**src/rtl/ipi_capture_timer.sv**
```systemverilog
`timescale 1ns/1ps
module ipi_capture_timer #(
  parameter int W        = 16,
  parameter int FILT_LEN = 3
) (
  input  logic         clk,
  input  logic         rst_n,
  input  logic         tick,
  input  logic         tin,
  input  logic         filt_en,
  input  logic [1:0]   edge_sel,
  input  logic         start,
  input  logic         stop,
  input  logic         irq_on_start,
  output logic [W-1:0] cnt_val,
  output logic [W-1:0] cap_val,
  output logic         ovf_flag,
  output logic         running,
  output logic         irq
);

  localparam int HL = FILT_LEN - 1;
  localparam logic [W-1:0] CNT_MAX = '1;

  logic [1:0]    sync_q;
  logic [HL-1:0] hist_q;
  logic          filt_q;
  logic          prev_q;
  logic          ovf_pend_q;

  wire s2 = sync_q[1];
  wire [HL:0] win = {hist_q, s2};
  wire det  = filt_en ? filt_q : s2;
  wire rise = det & ~prev_q;
  wire fall = ~det & prev_q;

  logic hit;
  always_comb begin
    case (edge_sel)
      2'b01:   hit = rise;
      2'b10:   hit = rise | fall;
      default: hit = fall;
    endcase
  end

  wire active  = running & ~stop;
  wire cap_evt = active & (hit | start);
  wire launch  = ~running & start & ~stop;
  wire bump    = active & ~cap_evt & tick;
  wire wrap    = bump & (cnt_val == CNT_MAX);

  generate
    if (HL == 1) begin : g_hist1
      always_ff @(posedge clk or negedge rst_n)
        if (!rst_n) hist_q <= '0;
        else        hist_q <= s2;
    end else begin : g_histn
      always_ff @(posedge clk or negedge rst_n)
        if (!rst_n) hist_q <= '0;
        else        hist_q <= {hist_q[HL-2:0], s2};
    end
  endgenerate

  always_ff @(posedge clk or negedge rst_n) begin
    if (!rst_n) begin
      sync_q <= '0;
      filt_q <= 1'b0;
      prev_q <= 1'b0;
    end else begin
      sync_q <= {sync_q[0], tin};
      prev_q <= det;
      if (&win)       filt_q <= 1'b1;
      else if (~|win) filt_q <= 1'b0;
    end
  end

  always_ff @(posedge clk or negedge rst_n) begin
    if (!rst_n) begin
      cnt_val    <= '0;
      cap_val    <= '0;
      ovf_flag   <= 1'b0;
      ovf_pend_q <= 1'b0;
      running    <= 1'b0;
      irq        <= 1'b0;
    end else begin
      irq <= cap_evt | (launch & irq_on_start);
      if (stop)       running <= 1'b0;
      else if (start) running <= 1'b1;
      if (cap_evt) begin
        cap_val  <= cnt_val;
        ovf_flag <= ovf_pend_q;
      end
      if (cap_evt | launch) begin
        cnt_val    <= '0;
        ovf_pend_q <= 1'b0;
      end else begin
        if (bump) cnt_val    <= cnt_val + 1'b1;
        if (wrap) ovf_pend_q <= 1'b1;
      end
    end
  end

endmodule

```
**config.mk**
```make
export PLATFORM = sky130hd
export DESIGN_NAME = ipi_capture_timer
export DESIGN_NICKNAME = d
export VERILOG_FILES = /design/src/rtl/ipi_capture_timer.sv
export SDC_FILE = /design/constraint.sdc
export NUM_CORES = 1
export LEC_CHECK = 0
export ABC_AREA = 0
export ABC_CLOCK_PERIOD_IN_PS = 2150
export CORE_UTILIZATION = 50
export CTS_CLUSTER_DIAMETER = 30
export DETAILED_ROUTE_END_ITERATION = 10
export HOLD_SLACK_MARGIN = 0.12
export PLACE_DENSITY_LB_ADDON = 0.12
export SLEW_MARGIN = 20
export SYNTH_ARGS = -nofsm -noshare
export SYNTH_HDL_FRONTEND = slang
export SYNTH_SLANG_ARGS = --single-unit
```
**constraint.sdc**
```tcl
create_clock -name clk -period 2.15 [get_ports clk]
set_input_delay 0.3225 -clock clk [delete_from_list [all_inputs] [get_ports clk]]
set_output_delay 0.3225 -clock clk [all_outputs]
set_load 0.01 [all_outputs]
```
# Word level (Yosys, flattened, before mapping)
# Cells that the tools add are included.
# Widths: inputs -> output; s select.
# totals
ff_bits,42
elab_cells,49
# classes
add_sub_neg,1
eq_ne,4
muxes,10
bitwise_logic,19
n_reduce_logical,5
# op_table
cell,count
$mux 16,2
$add 16x1->16 const B,1
$eq 16x16->1 const B,1
$and 1x1->1,10
$mux 1,7
$reduce_bool 2->1,3
$not 1->1,5
$or 1x1->1,4
$reduce_and 3->1,1
$reduce_or 3->1,1
$eq 2x1->1 const B,1
$eq 2x2->1 const B,1
$ne 2x2->1 const B,1
$pmux 1 s2,1

# Depth between registers and ports, before layout
# logic_depth
ltp_word,13
ltp_mapped,10

# Worst setup path before layout
# No wires, ideal clock.
# synth_timing
kind,register to register
startpoint,register sync_q[1]
endpoint,register cap_val[10]
setup_ns,0.125
arrival_ns,1.830
required_ns,2.025
slack_ns,0.195
stages_incl_launch_ff,10
path_buffers,1
period_less_slack_ns,1.955
cell_sequence,dfrtp_1 inv_1 o21a_1 inv_1 ha_1 nand2b_1 a21oi_2 o21ai_4 buf_6 mux2_2
# synth_between
elab_chain_len,7
elab_cells_between_ends,8
cone_classes,2 x mux; 6 x bitwise
# synth_rtl
item,line,rtl
start: declaration,25,logic [1:0] sync_q;
start signal: assignment,70,"sync_q <= {sync_q[0], tin};"
$mux 1 *,33,wire det = filt_en ? filt_q : s2;
named net det,33,
$not 1->1,35,wire fall = ~det & prev_q;
$and 1x1->1,35,
$or 1x1->1,41,2'b10: hit = rise | fall;
$pmux 1 s2 *,39,case (edge_sel)
$or 1x1->1 *,47,wire cap_evt = active & (hit | start);
$and 1x1->1 *,47,
end signal: assignment,90,cap_val <= cnt_val;
end: declaration,16,"output logic [W-1:0] cap_val,"
# Mark *: on every way through the listed nets, which the timed path passes. The rest lies on a longest branch.
# A chain may end at the register's enable or synchronous reset.

# Final worst setup path
# layout_timing
startpoint,input edge_sel[0]
endpoint,register cap_val[2]
# layout_between
elab_chain_len,4
elab_cells_between_ends,5
cone_classes,2 x eq/ne; 1 x mux; 2 x bitwise
# layout_rtl
item,line,rtl
start: declaration,11,"input logic [1:0] edge_sel,"
$eq 2x2->1 / $eq 2x1->1 (equally long branches),39,
$pmux 1 s2 *,39,
$or 1x1->1 *,47,
$and 1x1->1 *,47,
# Every way passes the cells marked *; elsewhere a longest branch is shown, timed or not.

==> results.txt <==
* Final count of negative-setup-slack endpoints: 0
- First-pass GRT wire length: around 7400 microns
- The path with the worst hold slack has its endpoint at sync_q[1]$_DFF_PN0_.
* Portion of the clock cycle consumed by the worst path in the final layout: 97.18%
* Clock latency at the later pin of the worst-skew pair: around 0.30 ns
- Root buf cell: sky130_fd_sc_hd__clkbuf_8
* Clock tree skew after final layout: 0.007728 ns
* Layout overhead on the synthesized area: 35.58%
- Detailed Place HPWL: 3245 microns
- For this run, design rule violations remaining after detail routing come to 0.
- The core region is 3799 sq um.
- H-tree level count: 2
- In this run the worst hold path is classified as reg -> reg.
* Final routed wirelength across all metal layers: 4651 microns
* Area leader, netlist: sky130_fd_sc_hd__dfrtp_1
- Cells taking the most area after synthesis: sky130_fd_sc_hd__dfrtp_1 52%, sky130_fd_sc_hd__mux2_2 9.4%, sky130_fd_sc_hd__mux2i_1 3.4%, sky130_fd_sc_hd__ha_1 3.1%, sky130_fd_sc_hd__o21ai_0 2.9%
- Layout cells sized above 1: 24.26%
- For this run, the total global-route usage over all layers was measured as 23.14%.
- Average via count per standard cell: ~5.6
- Net count after synthesis: around 190
* Routed length on met3: between 200 and 250 microns
- Fraction of post-synthesis cell area in the top cell type by area: 51.53%
* Fraction of the yosys area taken by sequential cells: 51.53%
* Area of the die: 4338 sq um
* Overall die width: 65.87 microns
- Static timing analysis puts the maximum clock frequency at 0.4786 GHz.
- Leftover overflow at the end of global routing: 0
* Ys async rst share: between 90% and 100%
- Count of cell types in the netlist: 35
* Beginning of the critical path: edge_sel[0]
- Dividing the detail-routed wire length by the instance count gives 16.43 microns.
* Power density over the cells: about 550 nW/um^2
- The signal on the critical path passes through clkdlybuf4s50_1 > inv_1 > ha_1 > a21oi_2 > buf_4 > inv_1 > o21ai_4 > buf_4 > mux2_2.
- For the pin with the worst max-slew slack, the measured transition is 0.6135 ns.
- Number of nets with antenna violations after detailed routing: 0
- Effective utilization at floorplan: a little over half
- The final number of hold-violating endpoints came to 0.
- For this design the top-level I/O count stands at 45.
- Clock edge transition at the registers on the reported setup and hold paths: roughly 0.08 ns
- TritonCTS created 5 clock buffers.
- Routability-driven placement congestion ratio: 0.8706
- Yosys mapped a number of flops with a built-in enable equal to 0.
- The first detailed-routing pass took 4 iterations.
- R2r worst-path depth: 9
* Tot Pwr: approximately 0.0015 W
- In this run the tightest slew margin relative to its limit is 59.10%.
* Reported leakage power: 1.188 nW
* Total of warnings raised by yosys: 0
* Worst VDD drop: 0.0003844 V
* Largest net degree at the start of global routing: 27
* Category of the most critical setup path: in -> reg
* Slowest library cell on the worst path: sky130_fd_sc_hd__clkdlybuf4s50_1
- TritonCTS built the clock tree.
- The worst hold path passes through 0 cells.
* Deepest clock path buffer count: 2
- Yosys reg bits: 42
- Startpoint of the lowest-slack hold path: sync_q[0]$_DFF_PN0_
- Initial DRC Count: 76
- Summing all non-filler instances in the final layout gives an area of between 2000 and 3000 sq um.
* Number of placement rows: 22
- Gate Count Post-Synth: around 180
- At the worst endpoint, the arrival time is 2.27 ns.
- In this run the tool buffered the top-level ports with 44 buffer cells.
* N_diodes: 0
- Critical path's top delay family: buffers and inverters
- Critical path peak fanout: 8
* Number of antenna violations at the first check in global routing: 0
- For this design, the sink count on the clock tree is 42.
- Count of final max-slew check failures: 0
- Setup repair after global routing left no endpoint under its margin.
- Ranking of synthesized cells by instance count: 42 x sky130_fd_sc_hd__dfrtp_1, 17 x sky130_fd_sc_hd__mux2_2, 12 x sky130_fd_sc_hd__o21ai_0, 11 x sky130_fd_sc_hd__a21oi_1, 9 x sky130_fd_sc_hd__inv_1
- Post-detailed-placement cell area: about 2600 sq um
- In this run the top signal layer used is met4.
* Most repeated cell in the gate-level netlist after synthesis: sky130_fd_sc_hd__dfrtp_1
- The number of setup buffers added after CTS is 0.
- The via count of the first global-routing pass came to 1,551.
- Together, buffers and inverters on the worst path number 5.
- For this block, the via count after detailed routing is 1,588.
* Fin nets: 249
* Die extent in y: ~66 microns
* Maximum single-stage delay on the critical path: 0.49 ns
* Startpoint type of the worst setup path: input port
- Outcome: completed
- Dividing the synthesized area by the synthesized cell count gives 11.59 sq um.
- The worst register-to-register path ends at cnt_val[5]$_DFFE_PN0P_.
* Max-Cap Viols: 0
- Wl on met1: 2012 microns
- In this run the register-to-register setup slack is roughly 0.10 ns.
- Clock period minus final worst setup slack: 2.089 ns
* Crit path capture type: register
- Data required time of the critical path: 2.33 ns
* Reg-to-reg startpoint: filt_q$_DFFE_PN0P_
- Detailed routing placed a total of 2376 microns of wire on met2.
- Top flip-flop cell by instance count after synthesis: sky130_fd_sc_hd__dfrtp_1
- The mapped netlist covers 2039 sq um.
-- per-layer routing --
layer	track usage [%]	vias to the layer above
met5	0	-
met4	7.065	0
met3	5.690	5
met2	39.03	42
met1	29.05	782
li1	-	759
-- worst reg2reg max path, cell delays in order, from the launching register on --
cell	delay, ns
sky130_fd_sc_hd__dfrtp_1	0.41
sky130_fd_sc_hd__nand2_1	0.08
sky130_fd_sc_hd__o21a_1	0.13
sky130_fd_sc_hd__inv_1	0.05
sky130_fd_sc_hd__ha_1	0.26
sky130_fd_sc_hd__nand2b_4	0.13
sky130_fd_sc_hd__a21oi_4	0.09
sky130_fd_sc_hd__clkbuf_16	0.18
sky130_fd_sc_hd__or4_1	0.49
sky130_fd_sc_hd__a21oi_1	0.15
-- layout make-up --
cell class | instances | area [sq um]
sequential | 42 | 1051
fill | 252 | 1033
multi-input combinational | 115 | 914.6
timing repair buffer | 61 | 614.3
clock buffer | 7 | 86.33
tap | 48 | 60.06
inverter | 9 | 33.78
clock inverter | 1 | 5.005
-- placed cells by master, fill, tap and decap left out, types with 2 or more instances in the layout --
master / count
sky130_fd_sc_hd__dfrtp_1: 42
sky130_fd_sc_hd__clkdlybuf4s50_1: 42
sky130_fd_sc_hd__mux2_2: 17
sky130_fd_sc_hd__o21ai_0: 12
sky130_fd_sc_hd__buf_4: 12
sky130_fd_sc_hd__inv_1: 9
sky130_fd_sc_hd__a21oi_1: 9
sky130_fd_sc_hd__nand3_1: 8
sky130_fd_sc_hd__o31ai_1: 7
sky130_fd_sc_hd__mux2i_1: 7
sky130_fd_sc_hd__or4_1: 6
sky130_fd_sc_hd__clkbuf_8: 6
sky130_fd_sc_hd__nand2_1: 5
sky130_fd_sc_hd__ha_1: 5
sky130_fd_sc_hd__nand4_1: 4
sky130_fd_sc_hd__nor3_1: 4
sky130_fd_sc_hd__a21oi_2: 3
sky130_fd_sc_hd__and2_1: 3
sky130_fd_sc_hd__o21bai_1: 3
sky130_fd_sc_hd__nand2b_1: 2
sky130_fd_sc_hd__or4_4: 2
sky130_fd_sc_hd__nor4_1: 2
sky130_fd_sc_hd__buf_12: 2
-- kinds of logic (layout without fill, tap and decap cells) --
group           Yosys count  in the layout  share of synthesized area [%]
compound gates           39             39                          12.21
simple gates             47             47                          14.54
fa+ha+maj                 5              5                          3.067
buf+inv                  19             78                          5.828
flops                    42             42                          51.53
mux                      24             24                          12.82
-- worst max path at each step --
stage                                   end  depth (start not counted)
global route         cnt_val[6]$_DFFE_PN0P_                          9
detailed placement            irq$_DFF_PN0_                          9
finish               cap_val[2]$_DFFE_PN0P_                          9
floorplan           cap_val[10]$_DFFE_PN0P_                          9
global placement              irq$_DFF_PN0_                          9
CTS                  ovf_pend_q$_DFFE_PN0P_                         10
-- state kept, by name (all words and copies together) (netlist names) --
signal,flops
ovf_flag,1
irq,1
cap_val,16
running,1
filt_q,1
hist_q,2
prev_q,1
sync_q,2
cnt_val,16
ovf_pend_q,1
-- repair_timing --
item                       in CTS  in global routing
hold buffers                    1                  0
gates cloned                    0                  1
setup endpoints to repair       5                 28
hold endpoints to repair       24                  0
resized for setup               3                  8
pin swaps                       0                  3
-- power breakdown --
group / internal [W] / switching (W) / total [W] / leakage [nW]
Sequential: 0.000804 / 0.0000110 / 0.000815 / 0.569
Combinational: 0.0000902 / 0.0000924 / 0.000183 / 0.570
Clock: 0.000259 / 0.000264 / 0.000523 / 0.0482
-- per-stage QoR --
step	hold WS, ns	util [%]	setup WS, ns	setup TNS (ns)	instances
floorplan	0.02691	-	0.1951	0	176
global placement	0.3319	68.12	-0.2641	-6.125	273
detailed placement	0.3416	68.12	-0.3219	-9.178	273
CTS	0.3596	71.25	0.02168	0	282
global route	0.3618	72.79	0.008392	0	283
finish	0.3547	72.79	0.06067	0	283
Power figures use the tool's default switching activity.
